File: config.mk
export PLATFORM = sky130hd
export DESIGN_NAME = irq_ctl32
export DESIGN_NICKNAME = d
export VERILOG_FILES = /design/src/rtl/irq_ctl_pkg.sv /design/src/rtl/irq_pend_bank.sv /design/src/rtl/irq_prio_sorter.sv /design/src/rtl/irq_chan_fsm.sv /design/src/rtl/irq_ctl32.sv
export SDC_FILE = /design/constraint.sdc
export NUM_CORES = 1
export LEC_CHECK = 0
export BUFFER_PORTS_ARGS = -buffer_cell sky130_fd_sc_hd__buf_4
export CAP_MARGIN = 20
export CORE_AREA = 3 3 236 238
export CTS_BUF_LIST = sky130_fd_sc_hd__clkbuf_2
export DETAILED_ROUTE_END_ITERATION = 10
export DIE_AREA = 0 0 239 241
export PLACE_DENSITY = 0.91
export SKIP_LAST_GASP = 1
export SLEW_MARGIN = 20
export SYNTH_ARGS = -nofsm -noshare
export SYNTH_HDL_FRONTEND = slang
export SYNTH_HIERARCHICAL = 1
export SYNTH_SLANG_ARGS = --single-unit
File: constraint.sdc
create_clock -name clk -period 52.6 [get_ports clk]
set_input_delay 10.52 -clock clk [delete_from_list [all_inputs] [get_ports clk]]
set_output_delay 10.52 -clock clk [all_outputs]
set_load 0.01 [all_outputs]
File: src/rtl/irq_ctl_pkg.sv
package irq_ctl_pkg;

    // Channel state machine states
    typedef enum logic [0:0] {
        CH_ARMED  = 1'b0,
        CH_RAISED = 1'b1
    } chan_state_e;

    // Register offsets (byte addresses)
    localparam int OFS_PEND   = 'h00;
    localparam int OFS_MASK   = 'h04;
    localparam int OFS_VEC_N  = 'h10;
    localparam int OFS_VEC_F  = 'h14;
    localparam int OFS_CTRL   = 'h18;
    localparam int OFS_CFG0   = 'h1C;
    localparam int OFS_SWTRIG = 'h9C;

endpackage

File: src/rtl/irq_pend_bank.sv
module irq_pend_bank #(
    parameter int N_LINES = 32
) (
    input  logic               clk,
    input  logic               rst_n,
    input  logic [N_LINES-1:0] irq_in,
    input  logic [N_LINES-1:0] lvl,
    input  logic [N_LINES-1:0] sw_hit,
    input  logic               wr_pend,
    input  logic [N_LINES-1:0] wr_data,
    input  logic [N_LINES-1:0] ack_line,
    output logic [N_LINES-1:0] pend_q,
    output logic [N_LINES-1:0] raw_q
);

    logic [N_LINES-1:0] rise, fall, set_v, clr_v, keep_v, pend_d;

    always_comb begin
        rise   = irq_in & ~raw_q;
        fall   = ~irq_in & raw_q;
        // edge lines: new rising input or software trigger with input low
        // level lines: input high or software trigger
        set_v  = (~lvl & (rise | (sw_hit & ~raw_q))) | (lvl & (irq_in | sw_hit));
        // clearing write cannot touch level lines whose input is still high
        keep_v = wr_pend ? (wr_data | (raw_q & lvl)) : '1;
        clr_v  = (lvl & fall) | (~lvl & ack_line);
        pend_d = ((pend_q & keep_v) & ~clr_v) | set_v;
    end

    always_ff @(posedge clk) begin
        if (!rst_n) begin
            pend_q <= '0;
            raw_q  <= '0;
        end else begin
            pend_q <= pend_d;
            raw_q  <= irq_in;
        end
    end

    // A level line sampled high must be pending one edge later
    assert_level_held_R3: assert property (@(posedge clk) disable iff (!rst_n)
        $past(rst_n) |-> ((~$past(irq_in & lvl) | pend_q) == '1));

    // An edge line only becomes pending through a rising input or a trigger
    assert_edge_source_R2: assert property (@(posedge clk) disable iff (!rst_n)
        $past(rst_n) |->
        ((pend_q & ~$past(pend_q) & ~$past(lvl) & ~$past(rise | sw_hit)) == '0));

    // Software trigger selects at most one line per write
    assert_trigger_single_R11: assert property (@(posedge clk) disable iff (!rst_n)
        $onehot0(sw_hit));

endmodule

File: src/rtl/irq_prio_sorter.sv
module irq_prio_sorter #(
    parameter int N_LINES = 32,
    parameter int PRIO_W  = 5,
    localparam int IDXW   = $clog2(N_LINES)
) (
    input  logic [N_LINES-1:0]             pend,
    input  logic [N_LINES-1:0]             mask,
    input  logic [N_LINES-1:0]             route,
    input  logic [N_LINES-1:0][PRIO_W-1:0] prio,
    output logic [1:0]                     win_any,
    output logic [1:0][IDXW-1:0]           win_idx
);

    for (genvar ch = 0; ch < 2; ch++) begin : g_chan
        logic [N_LINES-1:0] elig;
        logic [PRIO_W:0]    best;
        logic [IDXW-1:0]    idx;
        logic               any;

        // channel 1 takes lines routed fast, channel 0 the rest
        assign elig = pend & ~mask & ((ch == 1) ? route : ~route);

        // scan upward; "<=" lets a later line win a tie
        always_comb begin
            best = {(PRIO_W+1){1'b1}};
            idx  = '0;
            any  = 1'b0;
            for (int i = 0; i < N_LINES; i++) begin
                if (elig[i] && ({1'b0, prio[i]} <= best)) begin
                    best = {1'b0, prio[i]};
                    idx  = IDXW'(i);
                    any  = 1'b1;
                end
            end
        end

        assign win_any[ch] = any;
        assign win_idx[ch] = idx;
    end

endmodule

File: src/rtl/irq_chan_fsm.sv
module irq_chan_fsm
    import irq_ctl_pkg::*;
#(
    parameter int IDXW = 5
) (
    input  logic            clk,
    input  logic            rst_n,
    input  logic            win_any,
    input  logic [IDXW-1:0] win_idx,
    input  logic            agree,
    output logic            irq_o,
    output logic [IDXW-1:0] code_o
);

    chan_state_e state_q, state_d;

    // state register
    always_ff @(posedge clk) begin
        if (!rst_n) state_q <= CH_ARMED;
        else        state_q <= state_d;
    end

    // transitions: raise (armed -> raised), agree (raised -> armed)
    always_comb begin
        state_d = state_q;
        unique case (state_q)
            CH_ARMED:  if (win_any) state_d = CH_RAISED;
            CH_RAISED: if (agree)   state_d = CH_ARMED;
            default:   state_d = CH_ARMED;
        endcase
    end

    // outputs: latched winner code and request line
    always_ff @(posedge clk) begin
        if (!rst_n)                                code_o <= '0;
        else if (state_q == CH_ARMED && win_any)   code_o <= win_idx;
    end

    assign irq_o = (state_q == CH_RAISED);

    assert_rise_needs_winner_R6: assert property (@(posedge clk) disable iff (!rst_n)
        $rose(irq_o) |-> $past(win_any));

    assert_fall_needs_agree_R9: assert property (@(posedge clk) disable iff (!rst_n)
        $fell(irq_o) |-> $past(agree));

    assert_code_stable_R8: assert property (@(posedge clk) disable iff (!rst_n)
        (irq_o && $past(irq_o)) |-> $stable(code_o));

endmodule

File: src/rtl/irq_ctl32.sv
module irq_ctl32
    import irq_ctl_pkg::*;
#(
    parameter int N_LINES = 32,
    parameter int PRIO_W  = 5,
    parameter int ADDR_W  = 8,
    parameter int DATA_W  = 32,
    localparam int IDXW   = $clog2(N_LINES)
) (
    input  logic               clk,
    input  logic               rst_n,
    input  logic [N_LINES-1:0] irq_in,
    input  logic               bus_valid,
    input  logic               bus_write,
    input  logic [ADDR_W-1:0]  bus_addr,
    input  logic [DATA_W-1:0]  bus_wdata,
    output logic [DATA_W-1:0]  bus_rdata,
    output logic               irq_norm,
    output logic               irq_fast
);

    // configuration and mask state
    logic [N_LINES-1:0]             mask_q, lvl_q, route_q;
    logic [N_LINES-1:0][PRIO_W-1:0] prio_q;

    logic [N_LINES-1:0]   pend_q, raw_q;
    logic [1:0]           win_any;
    logic [1:0][IDXW-1:0] win_idx;
    logic [1:0][IDXW-1:0] code;
    logic [1:0]           irq_vec;
    logic [1:0]           agree;

    // decode
    logic              wr, rd;
    logic              hit_pend, hit_mask, hit_vn, hit_vf, hit_ctrl, hit_cfg, hit_sw;
    logic [ADDR_W-1:0] cfg_off;
    logic [IDXW-1:0]   cfg_idx;
    logic [N_LINES-1:0] wd_lines, sw_hit, ack_line;

    assign wr       = bus_valid & bus_write;
    assign rd       = bus_valid & ~bus_write;
    assign hit_pend = (bus_addr == ADDR_W'(OFS_PEND));
    assign hit_mask = (bus_addr == ADDR_W'(OFS_MASK));
    assign hit_vn   = (bus_addr == ADDR_W'(OFS_VEC_N));
    assign hit_vf   = (bus_addr == ADDR_W'(OFS_VEC_F));
    assign hit_ctrl = (bus_addr == ADDR_W'(OFS_CTRL));
    assign hit_sw   = (bus_addr == ADDR_W'(OFS_SWTRIG));
    assign cfg_off  = bus_addr - ADDR_W'(OFS_CFG0);
    assign hit_cfg  = (bus_addr >= ADDR_W'(OFS_CFG0)) &&
                      (int'(cfg_off) < 4 * N_LINES) && (cfg_off[1:0] == 2'b00);
    assign cfg_idx  = cfg_off[IDXW+1:2];
    assign wd_lines = bus_wdata[N_LINES-1:0];

    // software trigger: isolate the lowest set bit
    assign sw_hit = (wr && hit_sw) ? (wd_lines & (~wd_lines + N_LINES'(1))) : '0;

    // vector reads acknowledge the latched line of that channel
    always_comb begin
        ack_line = '0;
        if (rd && hit_vn) ack_line = ack_line | (N_LINES'(1) << code[0]);
        if (rd && hit_vf) ack_line = ack_line | (N_LINES'(1) << code[1]);
    end

    assign agree[0] = wr && hit_ctrl && bus_wdata[0];
    assign agree[1] = wr && hit_ctrl && bus_wdata[1];

    // mask and configuration registers
    always_ff @(posedge clk) begin
        if (!rst_n) begin
            mask_q  <= '1;
            lvl_q   <= '0;
            route_q <= '0;
            prio_q  <= '0;
        end else begin
            if (wr && hit_mask) mask_q <= wd_lines;
            for (int i = 0; i < N_LINES; i++) begin
                if (wr && hit_cfg && (cfg_idx == IDXW'(i))) begin
                    prio_q[i]  <= bus_wdata[PRIO_W+1:2];
                    lvl_q[i]   <= bus_wdata[1];
                    route_q[i] <= bus_wdata[0];
                end
            end
        end
    end

    // read mux
    always_comb begin
        bus_rdata = '0;
        if (rd) begin
            if (hit_pend)      bus_rdata = DATA_W'(pend_q);
            else if (hit_mask) bus_rdata = DATA_W'(mask_q);
            else if (hit_vn)   bus_rdata = DATA_W'(code[0]);
            else if (hit_vf)   bus_rdata = DATA_W'(code[1]);
            else if (hit_cfg)  bus_rdata = DATA_W'({prio_q[cfg_idx], lvl_q[cfg_idx], route_q[cfg_idx]});
        end
    end

    irq_pend_bank #(
        .N_LINES (N_LINES)
    ) u_bank (
        .clk      (clk),
        .rst_n    (rst_n),
        .irq_in   (irq_in),
        .lvl      (lvl_q),
        .sw_hit   (sw_hit),
        .wr_pend  (wr && hit_pend),
        .wr_data  (wd_lines),
        .ack_line (ack_line),
        .pend_q   (pend_q),
        .raw_q    (raw_q)
    );

    irq_prio_sorter #(
        .N_LINES (N_LINES),
        .PRIO_W  (PRIO_W)
    ) u_sort (
        .pend    (pend_q),
        .mask    (mask_q),
        .route   (route_q),
        .prio    (prio_q),
        .win_any (win_any),
        .win_idx (win_idx)
    );

    for (genvar ch = 0; ch < 2; ch++) begin : g_fsm
        irq_chan_fsm #(
            .IDXW (IDXW)
        ) u_ch (
            .clk     (clk),
            .rst_n   (rst_n),
            .win_any (win_any[ch]),
            .win_idx (win_idx[ch]),
            .agree   (agree[ch]),
            .irq_o   (irq_vec[ch]),
            .code_o  (code[ch])
        );
    end

    assign irq_norm = irq_vec[0];
    assign irq_fast = irq_vec[1];

    // A raise needs an unmasked pending line on that channel one edge earlier
    assert_masked_no_raise_norm_R5: assert property (@(posedge clk) disable iff (!rst_n)
        $rose(irq_norm) |-> $past(|(pend_q & ~mask_q & ~route_q)));

    assert_masked_no_raise_fast_R5: assert property (@(posedge clk) disable iff (!rst_n)
        $rose(irq_fast) |-> $past(|(pend_q & ~mask_q & route_q)));

endmodule

==> results.sh <==
export IMPL_die_w_um=239
export IMPL_gr_usage_all_layers_pct=38.1
export IMPL_layout_commonest_cell="nand2_1"
export IMPL_num_vias=35600
export IMPL_cp_arrival_ns=52.49
export IMPL_p_clk_share_pct=41.9
export IMPL_switchingPower_mw=0.158
export IMPL_place_inst=4871
export IMPL_fp_dieArea_mm2=0.0576
export IMPL_status="finished with violations"
export IMPL_cp_end_kind="register"
export IMPL_htree_levels=3
export IMPL_p_seq_share_pct=48.9
export IMPL_hp_class="reg -> reg"
export IMPL_die_height_um=241
export IMPL_yosys_warnings=6
export IMPL_core_area_mm2=0.0538
export IMPL_worst_setup_path_type="reg -> reg"
export IMPL_wl_met3_um=14300
export IMPL_fin_crit_ns=51.46
export IMPL_cpMostUsedCell="ha_1"
export IMPL_dr_max_layer_used="met5"
export IMPL_overflow=0
export IMPL_p_int_mw=0.373
export IMPL_cpLargestDelayFamily="compound AO/OA/AOI/OAI gates"
export IMPL_drive_gt1_share_pct=22.5
export IMPL_clkSinkCount=332
export IMPL_p_leak_nw=16.3
export IMPL_relSlewSlack_pct=13.5
export IMPL_cp_slowest_stage_delay_ns=0.52
export IMPL_required_ns=53.63
export IMPL_dr_pass1_iters=11
export IMPL_io_buffers=109
export IMPL_wire_per_inst_um=23.3
export IMPL_postSynthAreaPerCell_um2=7.76
export IMPL_initial_utilization_pct=58.9
export IMPL_clock_latency_ns=1.12
export IMPL_grt_pass1_vias=32200
export IMPL_dpl_hpwl_um=85300
export IMPL_synth_fp_nets=4421
export IMPL_cp_max_fo=8
export IMPL_syn_to_final_growth_pct=15.8
export IMPL_ant_nets=0
export IMPL_drc=1
export IMPL_netSwitchingFraction_pct=29.7
export IMPL_mostFrequentLayoutCells="381 x nand2_1, 352 x buf_4, 329 x dfxtp_1"
export IMPL_setup_viol=0
export IMPL_ir_drop_v=0.0000144
export IMPL_worst_slack_ns=1.14
export IMPL_antenna_found_initial=2
export IMPL_dp_slack_ns=-1.82
export IMPL_violations="design-rule violations"
export IMPL_ys_ff_latch=332
export IMPL_synth_async_reset_ratio_pct=0
export IMPL_r2r_setup_slack_ns=1.14
export IMPL_cts_root_buf="clkbuf_2"
export IMPL_slowest_stage="or4_4"
export IMPL_via_per_inst=6.95
export IMPL_drv_cap=0
export IMPL_grt_max_degree=228
export IMPL_tightest_slew_ns=1.29
export IMPL_synthCells=4087
export IMPL_layout_nets=4693
export IMPL_cts_tree="done"
export IMPL_power_density_mw_per_mm2=14.5
export IMPL_dr_first_iter_drc_count=5258
export IMPL_max_freq_mhz=19.4
export IMPL_drt_total_wl_um=119000
export IMPL_final_cell_area_mm2=0.0367
export IMPL_io_pin_count=110
export IMPL_grt_pass1_wl_um=176000
export IMPL_hold_viol=0
export IMPL_skew_ns=0.111
export IMPL_placementRows=85
export IMPL_met2_length_um=52600
export IMPL_combPwrFrac_pct=9.2
export IMPL_fin_crit_sh_pct=97.8
export IMPL_synth_edff_count=0
export IMPL_globalplace_congestion=1.02
export IMPL_cts_inserted_buffers=89
export IMPL_dpl_cell_area_mm2=0.0338
export IMPL_clk_path_buf_depth=3
export IMPL_critical_path_buf_inv_count=34
export IMPL_synthesis_area_mm2=0.0317
export IMPL_start_kind="register"
export IMPL_ys_seq_area_share_pct=21.0
export IMPL_yosys_cell_types_count=135
export IMPL_synth_ff_type="dfxtp_1"
export IMPL_final_cells=5119
export IMPL_finalMaxSlewViolations=0
export IMPL_path_clk_slew_ns=0.12
export IMPL_wl_met1_um=43600
[cells by family after synthesis]
kind of cell               after synthesis  synth area share [%]
and+or+nand+nor                       1550                  25.1
AOI/OAI and AO/OA                     1150                  24.6
buffers and inverters                  465                  6.05
DFF                                    332                  21.0
muxes                                  293                  12.0
adders and majority gates              276                  10.8
xor gates and xnor gates                21                 0.580
[power by group through the flow]
stage	clock, mW	combinational [mW]	sequential, mW
after CTS	0.221	0.0455	0.259
after detailed placement	0	0.0454	0.265
after global placement	0	0.0446	0.265
after global routing	0.235	0.0508	0.260
after floorplan	0	0.0284	0.263
final	0.223	0.0487	0.260
[per-stage QoR]
step                power (mW)  hold slack (ns)  TNS, ns  utilization (%)
floorplan                0.292            0.434        0                -
global placement         0.310            0.458    -5.84             62.8
detailed placement       0.311            0.484    -8.48             62.9
CTS                      0.526            0.501        0             64.8
global route             0.546            0.521    -7.29             68.3
finish                   0.531            0.503        0             68.3
[area by class of cell]
type | instances | area, µm²
multi-input cells | 3294 | 24400
inverters | 284 | 1070
clock inverters | 36 | 358
diodes | 1 | 2.50
fillers | 4238 | 17100
well taps | 696 | 871
flip-flops and latches | 332 | 6660
repair buffers | 358 | 2740
clock buffers | 118 | 591
[flip-flops by register name, summed over array words and instances, names as in the netlist]
signal,cells
prio_q,160
lvl_q,32
mask_q,32
route_q,32
u_bank/pend_q,32
u_bank/raw_q,32
g_fsm.u_ch/code_o,10
g_fsm.u_ch/irq_o,2
[cell usage after synthesis, types with 25 or more instances]
cell / number / share of area [%]
a211oi_1: 25 / 0.59
a21o_1: 45 / 1.1
a21oi_1: 223 / 3.5
a22oi_1: 40 / 0.95
a31oi_1: 39 / 0.77
and2_1: 67 / 1.3
and3_1: 37 / 0.73
buf_2: 27 / 0.43
clkbuf_1: 114 / 1.3
dfxtp_1: 332 / 21
ha_1: 258 / 10
inv_1: 282 / 3.3
mux2_2: 86 / 3.1
mux2i_1: 139 / 4.4
mux4_2: 58 / 4.1
nand2_1: 388 / 4.6
nand2b_1: 75 / 1.5
nand3_1: 281 / 4.4
nand3b_1: 35 / 0.83
nor2_1: 309 / 3.7
nor2b_1: 69 / 1.4
nor3_1: 64 / 1.0
nor3b_1: 34 / 0.80
o2111ai_1: 38 / 1.0
o211ai_1: 34 / 0.80
o21a_1: 43 / 1.0
o21ai_0: 337 / 5.3
o22ai_1: 62 / 1.2
[worst register-to-register path, delay by kind of cell, from the launching register on]
kind            cells  cell delay, ns
compound gates    119           19.97
simple gates       68           11.25
mux                21            6.10
buf+inv            34            3.99
flops               1            0.39
fa+ha+maj          36            9.73
[timing repair]
action / CTS / global route
pin swaps: 3 / 86
gates resized for setup: 9 / 273
buffers inserted: 5 / 83
hold buffers: 0 / 0
setup endpoints to repair: 5 / 11
gates cloned: 0 / 4
[path summary, 6_finish.rpt]
check,from,endpoint,cells after the start
min reg2reg,route_q[26]$_SDFFE_PN0P_,route_q[26]$_SDFFE_PN0P_,2
min,route_q[26]$_SDFFE_PN0P_,route_q[26]$_SDFFE_PN0P_,2
max,mask_q[0]$_SDFFE_PN1P_,g_fsm[0].u_ch/code_o[4]$_SDFFE_PN0P_,278
max reg2reg,mask_q[0]$_SDFFE_PN1P_,g_fsm[0].u_ch/code_o[4]$_SDFFE_PN0P_,278
[metal layers]
metal	up-vias	track usage [%]
met3	732	9.51
met5	-	0
li1	15700	-
met4	2	22.7
met1	16500	46.7
met2	2628	60.8
(Power assumes the default switching activity.)
